## config.mk

```make
export PLATFORM = sky130hd
export DESIGN_NAME = alu_status_core
export DESIGN_NICKNAME = d
export VERILOG_FILES = /design/src/rtl/alu_status_pkg.sv /design/src/rtl/alu_fa_cell.sv /design/src/rtl/alu_ripple_adder.sv /design/src/rtl/alu_logic_unit.sv /design/src/rtl/alu_flag_unit.sv /design/src/rtl/alu_status_core.sv
export SDC_FILE = /design/constraint.sdc
export NUM_CORES = 1
export LEC_CHECK = 0
export BUFFER_PORTS_ARGS = -buffer_cell sky130_fd_sc_hd__buf_2
export CORE_UTILIZATION = 35
export DETAILED_ROUTE_END_ITERATION = 8
export PLACE_DENSITY_LB_ADDON = 0.1
export SYNTH_ARGS = -nofsm -noshare
export SYNTH_HDL_FRONTEND = slang
export SYNTH_SLANG_ARGS = --single-unit
```

## constraint.sdc

```tcl
create_clock -name clk -period 5.2 [get_ports clk]
set_input_delay 1.04 -clock clk [delete_from_list [all_inputs] [get_ports clk]]
set_output_delay 1.04 -clock clk [all_outputs]
set_load 0.02 [all_outputs]
```

## src/rtl/alu_status_pkg.sv

```systemverilog
package alu_status_pkg;

    typedef enum logic [2:0] {
        OP_ADD  = 3'b000,
        OP_SUB  = 3'b001,
        OP_INC  = 3'b010,
        OP_PASS = 3'b011,
        OP_AND  = 3'b100,
        OP_OR   = 3'b101,
        OP_XOR  = 3'b110,
        OP_NOT  = 3'b111
    } alu_op_e;

    typedef struct packed {
        logic zero;
        logic carry;
        logic neg;
        logic ovf;
        logic par;
    } alu_flags_t;

    typedef struct packed {
        logic invert_b;
        logic zero_b;
        logic carry_in;
    } adder_ctl_t;

    localparam alu_flags_t FLAGS_CLEAR = '{zero: 1'b0, carry: 1'b0, neg: 1'b0, ovf: 1'b0, par: 1'b0};

    function automatic logic is_logic_op(alu_op_e op);
        return op[2];
    endfunction

    function automatic adder_ctl_t decode_adder(alu_op_e op);
        adder_ctl_t ctl;
        ctl = '{invert_b: 1'b0, zero_b: 1'b0, carry_in: 1'b0};
        case (op)
            OP_ADD:  ctl = '{invert_b: 1'b0, zero_b: 1'b0, carry_in: 1'b0};
            OP_SUB:  ctl = '{invert_b: 1'b1, zero_b: 1'b0, carry_in: 1'b1};
            OP_INC:  ctl = '{invert_b: 1'b0, zero_b: 1'b1, carry_in: 1'b1};
            OP_PASS: ctl = '{invert_b: 1'b0, zero_b: 1'b1, carry_in: 1'b0};
            default: ctl = '{invert_b: 1'b0, zero_b: 1'b1, carry_in: 1'b0};
        endcase
        return ctl;
    endfunction

endpackage

```

## src/rtl/alu_fa_cell.sv

```systemverilog
module alu_fa_cell (
    input  logic x,
    input  logic y,
    input  logic ci,
    output logic s,
    output logic co
);
    logic half;

    assign half = x ^ y;
    assign s    = half ^ ci;
    assign co   = (x & y) | (ci & half);
endmodule

```

## src/rtl/alu_ripple_adder.sv

```systemverilog
module alu_ripple_adder #(
    parameter int WIDTH = 4
) (
    input  logic [WIDTH-1:0] x,
    input  logic [WIDTH-1:0] y,
    input  logic             cin,
    output logic [WIDTH-1:0] sum,
    output logic             cout,
    output logic             c_into_msb
);
    logic [WIDTH:0] chain;

    assign chain[0] = cin;

    for (genvar i = 0; i < WIDTH; i++) begin : g_cell
        alu_fa_cell u_fa (
            .x  (x[i]),
            .y  (y[i]),
            .ci (chain[i]),
            .s  (sum[i]),
            .co (chain[i+1])
        );
    end

    assign cout       = chain[WIDTH];
    assign c_into_msb = chain[WIDTH-1];
endmodule

```

## src/rtl/alu_logic_unit.sv

```systemverilog
module alu_logic_unit
    import alu_status_pkg::*;
#(
    parameter int WIDTH = 4
) (
    input  logic [WIDTH-1:0] a,
    input  logic [WIDTH-1:0] b,
    input  alu_op_e          op,
    output logic [WIDTH-1:0] y
);
    always_comb begin
        case (op)
            OP_AND:  y = a & b;
            OP_OR:   y = a | b;
            OP_XOR:  y = a ^ b;
            OP_NOT:  y = ~a;
            default: y = a;
        endcase
    end
endmodule

```

## src/rtl/alu_flag_unit.sv

```systemverilog
module alu_flag_unit
    import alu_status_pkg::*;
#(
    parameter int WIDTH = 4
) (
    input  logic             clk,
    input  logic             rst,
    input  logic             we,
    input  alu_op_e          op,
    input  logic [WIDTH-1:0] res,
    input  logic             add_cout,
    input  logic             add_cmsb,
    output alu_flags_t       flags
);
    localparam int MSB = WIDTH - 1;

    alu_flags_t nxt;

    always_comb begin
        nxt.zero  = (res == '0);
        nxt.neg   = res[MSB];
        nxt.par   = ~^res;
        nxt.carry = is_logic_op(op) ? 1'b0 : add_cout;
        nxt.ovf   = is_logic_op(op) ? 1'b0 : (add_cout ^ add_cmsb);
    end

    always_ff @(posedge clk) begin
        if (rst) begin
            flags <= FLAGS_CLEAR;
        end else if (we) begin
            flags <= nxt;
        end
    end
endmodule

```

## src/rtl/alu_status_core.sv

```systemverilog
module alu_status_core
    import alu_status_pkg::*;
#(
    parameter int WIDTH = 4
) (
    input  logic             clk,
    input  logic             rst,
    input  logic [WIDTH-1:0] opnd_a,
    input  logic [WIDTH-1:0] opnd_b,
    input  logic [2:0]       op_sel,
    input  logic             flag_we,
    output logic [WIDTH-1:0] result,
    output logic             flag_z,
    output logic             flag_c,
    output logic             flag_n,
    output logic             flag_v,
    output logic             flag_p
);
    alu_op_e          op;
    adder_ctl_t       actl;
    logic [WIDTH-1:0] b_cond;
    logic [WIDTH-1:0] add_sum;
    logic [WIDTH-1:0] lu_y;
    logic             add_cout;
    logic             add_cmsb;
    alu_flags_t       flags;

    assign op   = alu_op_e'(op_sel);
    assign actl = decode_adder(op);

    always_comb begin
        if (actl.zero_b)        b_cond = '0;
        else if (actl.invert_b) b_cond = ~opnd_b;
        else                    b_cond = opnd_b;
    end

    alu_ripple_adder #(.WIDTH(WIDTH)) u_add (
        .x          (opnd_a),
        .y          (b_cond),
        .cin        (actl.carry_in),
        .sum        (add_sum),
        .cout       (add_cout),
        .c_into_msb (add_cmsb)
    );

    alu_logic_unit #(.WIDTH(WIDTH)) u_lu (
        .a  (opnd_a),
        .b  (opnd_b),
        .op (op),
        .y  (lu_y)
    );

    assign result = is_logic_op(op) ? lu_y : add_sum;

    alu_flag_unit #(.WIDTH(WIDTH)) u_flags (
        .clk      (clk),
        .rst      (rst),
        .we       (flag_we),
        .op       (op),
        .res      (result),
        .add_cout (add_cout),
        .add_cmsb (add_cmsb),
        .flags    (flags)
    );

    assign flag_z = flags.zero;
    assign flag_c = flags.carry;
    assign flag_n = flags.neg;
    assign flag_v = flags.ovf;
    assign flag_p = flags.par;
endmodule

```

==> reports/metrics.csv, run 1 <==
stage;metric;value;unit
setup_path;cp_slowest_cell;sky130_fd_sc_hd__fa_1;
floorplanning;initial_utilization;37.2;%
placement;place_congestion;0.707;
grt;antenna_violations_before_repair;0;
clocking;clk_latency;0.24;ns
grt;global_route.overflow_total;0;
clocking;cts_resized;0;
setup_path;worst-setup-path-type;in -> out;
synth;synthesis.area_per_instance;8.58;um2
synth;synth_compound_area_share;8.58;%
final_layout;largest_register;u_flags.flags;
synth;syn-num-nets;113;
clocking;clk_root_buffer_cell;sky130_fd_sc_hd__clkbuf_4;
clocking;clk_pin_slew;0.04;ns
synth;main_combinational_cell_family_by_area_after_synthesis;adder cells;
clocking;maximum_number_of_buffers_from_clock_root_to_sink;2;
final_layout;final_net_count;136;
grt;grt_pass1_vias;476;
min_path;worstHoldStart;u_flags.flags[4];
power_and_ir_drop;internal-power;0.109;mW
power_and_ir_drop;p_comb_share;48.8;%
power_and_ir_drop;power_switching_share;36.2;%
synth;syn-cell-area;729;um2
floorplanning;die-height;47.7;um
setup_path;worst-r2r-cell-count;2;
routing;route.detailed.wl_per_inst;9.60;um
floorplanning;core_region_area;0.00196;mm2
outcome;status;finished clean;
sta;post-route-min-period;4.63;ns
routing;finalWirelength;1.29;mm
power_and_ir_drop;power_switching;0.0617;mW
placement;place_hpwl;1.06;mm
setup_path;cp_data_arrival_time;3.59;ns
min_path;min_to;u_flags.flags[4];
power_and_ir_drop;clock_power_share;25.8;%
setup_path;worstReg2RegEnd;u_flags.flags[3];
sta;hold_violations_final;0;
floorplanning;chipWidth;47.7;um
placement;placement.io_buffers;22;
final_layout;fraction_of_final_layout_cells_with_drive_strength_greater_than_1;29.0;%
synth;yosys.area.top_type_share;17.2;%
setup_path;crit_path_end_kind;output pin;
grt;grt_max_degree;17;
final_layout;layout_top_registers;u_flags.flags x5;
min_path;worst_hold_path_type;reg -> reg;
floorplanning;dieArea;0.00227;mm2
floorplanning;pin_count;23;
routing;ant_nets;0;
synth;yosys.area.top_type;sky130_fd_sc_hd__ha_1;
routing;drt_drc_violations_left;0;
job;max_cap_viols;0;
synth;synth-warning-count;0;
clocking;clock_sinks;5;
setup_path;timing.critical_path.from_type;input pin;
sta;final.setup_skew;0;ns
min_path;hold-path-cell-count;2;
sta;grt_setup_unrepaired;no;
setup_path;critical-path-top-cell-by-count;sky130_fd_sc_hd__fa_1;
synth;yosysSeqAreaShare;13.7;%
synth;adder_cell_fraction_of_synth_area;28.1;%
synth;synth.top_cells.by_area;sky130_fd_sc_hd__ha_1 17%, sky130_fd_sc_hd__dfxtp_1 14%, sky130_fd_sc_hd__fa_1 11%;
sta;fmax;0.216;GHz
clocking;number_of_hold_repair_buffers_added_at_the_cts_stage;0;
routing;viasPerCell;4.40;
power_and_ir_drop;power.leakage;0.440;nW
setup_path;critical_path.max_fanout;12;
power_and_ir_drop;ir_drop;0.0851;mV
final_layout;antenna_cells;0;
synth;post_synth_inst_count;85;
setup_path;worst-r2r-setup-slack;4.61;ns
sta;timing.final.max_slew_violations;0;
synth;yosys-mux-area-fraction;14.1;%
power_and_ir_drop;seq_power_share;25.5;%
synth;number_of_flip_flops_and_latches_in_the_synthesized_netlist;5;
clocking;tritoncts;done;
synth;post_synth_and_or_nand_nor_area_fraction;15.4;%
synth;synth.lib_cells_used.distinct;28;
setup_path;worst_r2r_startpoint;u_flags.flags[3];
synth;yosys.area_share.xor_xnor;8.40;%
routing;initialDrtViolationCount;1;
final_layout;syn2layout_area_growth;19.6;%
final_layout;filler_cell_count;235;
sta;report.final.setup_viol;0;
setup_path;timing.critical_path.slowest_cell_delay;0.49;ns
setup_path;worst-path-buf-inv;4;
setup_path;path_cells;buf_2, xnor2_1, nor3_1, fa_1, inv_1, fa_1, fa_1, fa_1, inv_1, o32ai_1, nor2_1, buf_2;
setup_path;critPathTopFamily;adder cells;
final_layout;layout_utilization;44.5;%
sta;min_period_over_period;89.0;%
final_layout;flip_flop_count_of_the_largest_register_all_copies_and_words_added;5;
routing;firstDrtPassIters;2;
routing;route.vias.total;590;
grt;grt_pass1_wl;1.95;mm
grt;grt.total_usage;12.6;%
setup_path;critical_path_required;4.16;ns
sta;relSlewSlack;76.2;%
sta;worstMarginPinSlew;0.356;ns
clocking;postCtsSetupRepairBufs;0;
sta;fin_tns_setup;0;ns
clocking;ctsHtreeMaxLevel;1;
floorplanning;rows;16;
clocking;tritoncts.num_buffers;3;
power_and_ir_drop;power.density;196;mW/mm2
## power groups by stage
| stage | logic (mW) | clock network [mW] | registers [mW] |
|---|---|---|---|
| 5_1_grt | 0.0948 | 0.0475 | 0.0439 |
| 3_5_place_dp | 0.0846 | 0 | 0.0443 |
| 3_3_place_gp | 0.0841 | 0 | 0.0441 |
| 6_report | 0.0832 | 0.0440 | 0.0435 |
| 4_1_cts | 0.0849 | 0.0463 | 0.0436 |
| 2_1_floorplan | 0.0585 | 0 | 0.0486 |
## worst register-to-register path: cells and delay by family (launching register included)
kind,cells,cell delay [ns]
AOI/OAI and AO/OA,1,0.13
DFF,1,0.30
and+or+nand+nor,1,0.05
## per-stage QoR
stage               cell area [um2]  hold WS [ns]  cells  power (mW)  setup slack, ns
CTS                             872         0.458    134       0.175            0.534
global placement                846         0.438    130       0.128            0.549
detailed placement              846         0.452    130       0.129            0.533
finish                          872         0.451    134       0.171            0.571
floorplan                       729         0.522     85       0.107            0.694
global route                    872         0.476    134       0.186            0.377
## cells in the mapped netlist, drive strengths merged
master	count
inv	14
ha	10
nand2	7
nor2	7
a21oi	6
dfxtp	5
fa	4
xnor2	4
buf	3
mux4	3
xor2	3
a21o	2
mux2i	2
nand3	2
nor2b	2
or2	2
clkbuf	1
clkinvlp	1
mux2	1
nand2b	1
nor3	1
nor3b	1
o32ai	1
o41ai	1
or3	1
## cells in the final DEF (no fill, tap or decap), drive strengths merged, types with 2 or more instances in the layout
cell | synthesis | layout
clkbuf | 1 | 4
nor2 | 7 | 7
dfxtp | 5 | 5
a21o | 2 | 2
xor2 | 3 | 3
nand3 | 2 | 2
nand2 | 7 | 7
nor2b | 2 | 2
mux2i | 2 | 2
buf | 3 | 22
or2 | 2 | 2
a21oi | 6 | 6
ha | 10 | 10
fa | 4 | 4
xnor2 | 4 | 4
inv | 14 | 14
mux4 | 3 | 3
## worst max-delay path by stage
stage                     startpoint        end  cells past startpoint
final                      op_sel[0]  result[3]                     12
after global routing       op_sel[0]  result[3]                     12
after CTS                  op_sel[0]  result[3]                     12
after detailed placement   op_sel[0]  result[3]                     12
after global placement     op_sel[0]  result[3]                     12
after floorplan            op_sel[0]  result[3]                     12
## kinds of logic after synthesis
kind of cell               count (synthesis)
and+or+nand+nor                           24
buffers and inverters                     19
adders and majority gates                 14
AOI/OAI and AO/OA                         10
xor gates and xnor gates                   7
muxes                                      6
DFF                                        5
## routing by layer
| layer | global-route usage [%] | up-vias | share of wire, % |
|---|---|---|---|
| li1 | - | 319 | - |
| met1 | 16.4 | 254 | 47 |
| met2 | 19.7 | 15 | 48 |
| met3 | 0 | 2 | 3.7 |
| met4 | 10.0 | 0 | 1.3 |
| met5 | 0 | - | 0 |
## area by class of cell
type / count / area (um2) / area share (%)
Timing Repair Buffer: 22 / 110 / 12.6
Multi-Input combinational cell: 61 / 544 / 62.4
Clock buffer: 4 / 26.3 / 3.01
Sequential cell: 5 / 100 / 11.5
Tap cell: 27 / 33.8 / 3.87
Inverter: 15 / 57.6 / 6.60
No activity file was read; power rests on OpenSTA's default activity.
==> run 2, diff against run 1 <==
==> constraint.sdc (replaced) <==
create_clock -name clk -period 5.2 [get_ports clk]
set_input_delay 0.52 -clock clk [delete_from_list [all_inputs] [get_ports clk]]
set_output_delay 0.52 -clock clk [all_outputs]
set_load 0.02 [all_outputs]
==> reports/metrics.csv, run 2 (synthesis results as in run 1) <==
stage;metric;value;unit;change
outcome;status;finished clean;;
grt;grt.total_usage;13.6;%;+0.98 points
placement;placement.io_buffers;22;;unchanged
routing;firstDrtPassIters;3;;+1
final_layout;layout_top_registers;u_flags.flags x5;;
floorplanning;core_region_area;0.00196;mm2;unchanged
clocking;ctsHtreeMaxLevel;1;;unchanged
setup_path;critical_path.max_fanout;12;;unchanged
clocking;clk_root_buffer_cell;sky130_fd_sc_hd__clkbuf_4;;
power_and_ir_drop;power;0.172;mW;+0.62%
clocking;clk_pin_slew;0.04;ns;about the same
floorplanning;rows;16;;unchanged
floorplanning;chipWidth;47.7;um;unchanged
power_and_ir_drop;power.leakage;0.440;nW;unchanged
floorplanning;initial_utilization;37.2;%;unchanged
sta;min_period_over_period;70.0;%;-19 points
setup_path;critical_path_required;4.68;ns;+0.52 ns
routing;finalWirelength;1.30;mm;+0.93%
setup_path;setup.worst_path.end;result[3];;
sta;final.setup_skew;0;ns;unchanged
final_layout;top_library_cells_by_usage_in_the_layout_fill_and_taps_aside;22 x sky130_fd_sc_hd__buf_2, 13 x sky130_fd_sc_hd__inv_1, 10 x sky130_fd_sc_hd__ha_1;;
clocking;clock_sinks;5;;unchanged
min_path;worst_hold_path_type;reg -> reg;;
grt;grt_pass1_wl;2.13;mm;+9.3%
sta;fmax;0.275;GHz;+27%
setup_path;worst_setup_path_startpoint;op_sel[0];;
sta;report.final.setup_viol;0;;unchanged
placement;place_hpwl;1.08;mm;+2.1%
final_layout;antenna_cells;0;;unchanged
power_and_ir_drop;ir_drop;0.0735;mV;-14%
clocking;tritoncts.num_buffers;3;;unchanged
setup_path;worst-setup-path-type;in -> out;;
setup_path;worstReg2RegEnd;u_flags.flags[3];;
sta;post-route-min-period;3.64;ns;-0.992 ns
routing;route.vias.total;622;;+5.4%
grt;grt_max_degree;17;;unchanged
clocking;clk_latency;0.24;ns;about the same
final_layout;syn2layout_area_growth;19.6;%;unchanged
final_layout;most_common_cell_after_layout_fill_and_taps_aside;sky130_fd_sc_hd__buf_2;;
grt;grt_use_met3;0.377;%;+0.38 points
sta;timing.final.max_slew_violations;0;;unchanged
grt;gr-usage-met2;22.5;%;+2.7 points
grt;gr-max-usage-layer;met2;;
grt;antenna_violations_before_repair;0;;unchanged
setup_path;worst-r2r-cell-count;2;;unchanged
final_layout;largest_register;u_flags.flags;;
routing;ant_nets;0;;unchanged
sta;fin_tns_setup;0;ns;unchanged
clocking;postCtsSetupRepairBufs;0;;unchanged
final_layout;final_net_count;136;;unchanged
routing;viasPerCell;4.64;;+5.4%
routing;drt_drc_violations_left;0;;unchanged
sta;relSlewSlack;72.4;%;-3.8 points
floorplanning;dieArea;0.00227;mm2;unchanged
clocking;tritoncts;done;;
floorplanning;pin_count;23;;unchanged
setup_path;crit_path_end_kind;output pin;;
sta;worstMarginPinSlew;0.413;ns;+0.0569 ns
final_layout;flip_flop_count_of_the_largest_register_all_copies_and_words_added;5;;unchanged
setup_path;worst_r2r_startpoint;u_flags.flags[3];;
grt;grt_pass1_vias;539;;+13%
clocking;cts_resized;0;;unchanged
grt;global_route.overflow_total;0;;unchanged
setup_path;cp_data_arrival_time;3.12;ns;-0.47 ns
power_and_ir_drop;power.density;197;mW/mm2;+0.62%
grt;gr-usage-met1;16.8;%;+0.42 points
setup_path;worst-r2r-setup-slack;4.62;ns;about the same
sta;hold_violations_final;0;;unchanged
routing;initialDrtViolationCount;6;;+5
clocking;number_of_hold_repair_buffers_added_at_the_cts_stage;0;;unchanged
routing;route.detailed.wl_per_inst;9.69;um;+0.93%
job;max_cap_viols;0;;unchanged
setup_path;timing.critical_path.from_type;input pin;;
placement;place_congestion;0.705;;-0.20%
clocking;maximum_number_of_buffers_from_clock_root_to_sink;2;;unchanged
final_layout;fraction_of_final_layout_cells_with_drive_strength_greater_than_1;29.0;%;unchanged
sta;grt_setup_unrepaired;no;;
floorplanning;die-height;47.7;um;unchanged
[run 2: cell counts in the layout (fill, tap and decap cells not counted)]
Identical to the previous run, type by type.
[run 2: worst min-delay path by stage]
stage                      from               end  slack [ns]  cells past startpoint
3_3_place_gp   u_flags.flags[1]  u_flags.flags[1]        0.45                      2
5_1_grt        u_flags.flags[1]  u_flags.flags[1]        0.49                      2
3_5_place_dp   u_flags.flags[1]  u_flags.flags[1]        0.45                      2
2_1_floorplan  u_flags.flags[4]  u_flags.flags[4]        0.52                      2
4_1_cts        u_flags.flags[1]  u_flags.flags[1]        0.46                      2
6_report       u_flags.flags[1]  u_flags.flags[1]        0.46                      2
[run 2: report_power, final]
part,switching [mW],internal [mW],total [mW]
registers,0.00151,0.0420,0.0435
clock network,0.0154,0.0290,0.0444
logic,0.0458,0.0380,0.0838
[run 2: cell type report]
cell class,instances,area (um2)
sequential,5,100
timing repair buffer,22,110
clock buffer,4,26.3
tap,27,33.8
fill,230,1090
inverter,15,57.6
multi-input combinational,61,544
[run 2: stage by stage]
step / worst slack [ns] / instance area [um2] / hold WS (ns) / util (%) / std cells
5_1_grt: 1.34 / 872 / 0.486 / 44.5 / 134
3_5_place_dp: 1.50 / 846 / 0.452 / 43.1 / 130
3_3_place_gp: 1.52 / 846 / 0.447 / 43.1 / 130
6_report: 1.56 / 872 / 0.455 / 44.5 / 134
4_1_cts: 1.54 / 872 / 0.459 / 44.5 / 134
2_1_floorplan: 1.70 / 729 / 0.522 / - / 85
[run 2: layer usage]
layer	vias to the layer above	wire length [um]
met3	4	66
met1	285	580
met2	17	630
li1	316	-
met4	0	21
met5	-	0
[run 2: critical path: stages]
cell and delay, ns:
sky130_fd_sc_hd__buf_2 0.24, sky130_fd_sc_hd__xnor2_1 0.09, sky130_fd_sc_hd__nor3_1 0.20, sky130_fd_sc_hd__fa_1 0.21
sky130_fd_sc_hd__inv_1 0.05, sky130_fd_sc_hd__fa_1 0.37, sky130_fd_sc_hd__fa_1 0.44, sky130_fd_sc_hd__fa_1 0.50
sky130_fd_sc_hd__inv_1 0.04, sky130_fd_sc_hd__o32ai_1 0.21, sky130_fd_sc_hd__nor2_1 0.07, sky130_fd_sc_hd__buf_2 0.17
==> run 3, diff against run 2 <==
clock period = 3.6 ns   (was 5.2 ns; I/O delays follow)
==> reports/metrics.csv, run 3 (synthesis results as in run 1) <==
stage;metric;value;unit;change
final_layout;top_library_cells_by_usage_in_the_layout_fill_and_taps_aside;22 x sky130_fd_sc_hd__buf_2, 13 x sky130_fd_sc_hd__inv_1, 10 x sky130_fd_sc_hd__ha_1;;
setup_path;cp_data_arrival_time;3.35;ns;+0.23 ns
placement;placed_cells_incl_taps;134;;+3.1%
final_layout;layout_utilization;46.0;%;+1.5 points
power_and_ir_drop;ir_drop;0.102;mV;+39%
final_layout;most_common_cell_after_layout_fill_and_taps_aside;sky130_fd_sc_hd__buf_2;;
placement;placement.io_buffers;22;;unchanged
setup_path;timing.critical_path.slowest_cell_delay;0.50;ns;about the same
routing;route.vias.total;613;;-1.4%
setup_path;critPathTopFamily;adder cells;;
sta;grt_setup_unrepaired;no;;
setup_path;cp_slowest_cell;sky130_fd_sc_hd__fa_1;;
final_layout;largest_register;u_flags.flags;;
setup_path;timing.critical_path.from_type;input pin;;
clocking;postCtsSetupRepairBufs;0;;unchanged
final_layout;fraction_of_final_layout_cells_with_drive_strength_greater_than_1;31.5;%;+2.6 points
power_and_ir_drop;power.density;279;mW/mm2;+42%
placement;place_hpwl;1.11;mm;+3.1%
clocking;clk_pin_slew;0.04;ns;about the same
routing;initialDrtViolationCount;5;;-1
setup_path;worst-setup-path-type;in -> reg;;
sta;fin_tns_setup;0;ns;unchanged
setup_path;worst-path-buf-inv;3;;-1
grt;grt_pass1_wl;2.01;mm;-5.2%
final_layout;antenna_cells;0;;unchanged
clocking;ctsHtreeMaxLevel;1;;unchanged
final_layout;filler_cell_count;219;;-4.8%
clocking;cts_resized;0;;unchanged
placement;place_congestion;0.689;;-2.3%
routing;route.detailed.wl_per_inst;9.33;um;-3.6%
sta;fmax;0.310;GHz;
clocking;maximum_number_of_buffers_from_clock_root_to_sink;2;;unchanged
floorplanning;initial_utilization;37.2;%;unchanged
routing;viasPerCell;4.44;;-4.3%
clocking;tritoncts;done;;
clocking;tritoncts.num_buffers;3;;unchanged
job;max_cap_viols;0;;unchanged
floorplanning;die-height;47.7;um;unchanged
floorplanning;core_region_area;0.00196;mm2;unchanged
sta;final.setup_skew;0;ns;unchanged
power_and_ir_drop;power.leakage;0.459;nW;+4.4%
final_layout;stdcell_count;138;;+3.0%
setup_path;crit_path_end_kind;register;;
routing;firstDrtPassIters;3;;unchanged
grt;antenna_violations_before_repair;0;;unchanged
setup_path;path_cells;buf_2, xnor2_1, nor3_1, fa_1, inv_1, fa_1, fa_1, fa_1, inv_1, o32ai_1, or2_1, ha_1, xnor2_1, mux2i_1, nor2_1;;
outcome;status;finished clean;;
sta;hold_violations_final;0;;unchanged
setup_path;critical_path.max_fanout;4;;-8
clocking;clock_sinks;5;;unchanged
sta;report.final.setup_viol;0;;unchanged
grt;global_route.overflow_total;0;;unchanged
floorplanning;chipWidth;47.7;um;unchanged
setup_path;critical_path_required;3.73;ns;-0.95 ns
floorplanning;rows;16;;unchanged
clocking;clk_latency;0.24;ns;about the same
setup_path;critical-path-top-cell-by-count;sky130_fd_sc_hd__fa_1;;
final_layout;layout_top_registers;u_flags.flags x5;;
routing;finalWirelength;1.29;mm;-0.77%
clocking;clk_root_buffer_cell;sky130_fd_sc_hd__clkbuf_4;;
sta;min_period_over_period;89.5;%;
final_layout;final_net_count;140;;+2.9%
final_layout;syn2layout_area_growth;23.7;%;
clocking;number_of_hold_repair_buffers_added_at_the_cts_stage;0;;unchanged
sta;relSlewSlack;75.8;%;+3.5 points
floorplanning;dieArea;0.00227;mm2;unchanged
routing;drt_drc_violations_left;0;;unchanged
routing;ant_nets;0;;unchanged
grt;grt.total_usage;12.8;%;-0.73 points
final_layout;flip_flop_count_of_the_largest_register_all_copies_and_words_added;5;;unchanged
grt;grt_max_degree;10;;-7
min_path;worst_hold_path_type;in -> reg;;
sta;worstMarginPinSlew;0.362;ns;-0.0518 ns
grt;grt_pass1_vias;514;;-4.6%
sta;post-route-min-period;3.22;ns;
sta;timing.final.max_slew_violations;0;;unchanged
floorplanning;pin_count;23;;unchanged
## run 3: cell types whose count changed in the layout (fill, tap and decap cells not counted), sizes merged
cell,delta
buf,+4
## run 3: layout make-up
cell class | instances | area [um2] | area share (%)
Tap cell | 27 | 33.8 | 3.74
Sequential cell | 5 | 100 | 11.1
Multi-Input combinational cell | 61 | 544 | 60.3
Timing Repair Buffer | 26 | 140 | 15.5
Clock buffer | 4 | 26.3 | 2.91
Inverter | 15 | 57.6 | 6.38
## run 3: layer usage
layer  wire, um  track usage [%]
met1        650             17.2
met2        588             20.5
met3         39                0
met4          9             8.33
met5          0                0
## run 3: final timing paths
path,from,to,slack (ns),cells past startpoint
setup / recovery,op_sel[0],u_flags.flags[0],0.38,15
hold / removal,rst,u_flags.flags[4],0.35,2
hold reg to reg,u_flags.flags[4],u_flags.flags[4],0.44,2
setup reg to reg,u_flags.flags[0],u_flags.flags[0],3.01,2
## run 3: through the flow
stage / power (mW) / hold WS [ns] / setup WS (ns) / instance area (um2)
final: 0.252 / 0.353 / 0.377 / 902
after global routing: 0.273 / 0.359 / 0.126 / 902
after CTS: 0.257 / 0.352 / 0.349 / 902
after detailed placement: 0.190 / 0.445 / 0.149 / 876
after global placement: 0.189 / 0.437 / 0.129 / 876
after floorplan: 0.155 / 0.429 / 0.260 / 729
## run 3: power breakdown
group	internal [mW]	switching, mW
registers	0.0607	0.00214
clock network	0.0419	0.0226
logic	0.0576	0.0668
## run 3: worst register-to-register path, cell delays in order (launching register included)
cell and delay (ns):
sky130_fd_sc_hd__dfxtp_1 0.30, sky130_fd_sc_hd__mux2i_1 0.13, sky130_fd_sc_hd__nor2_1 0.05
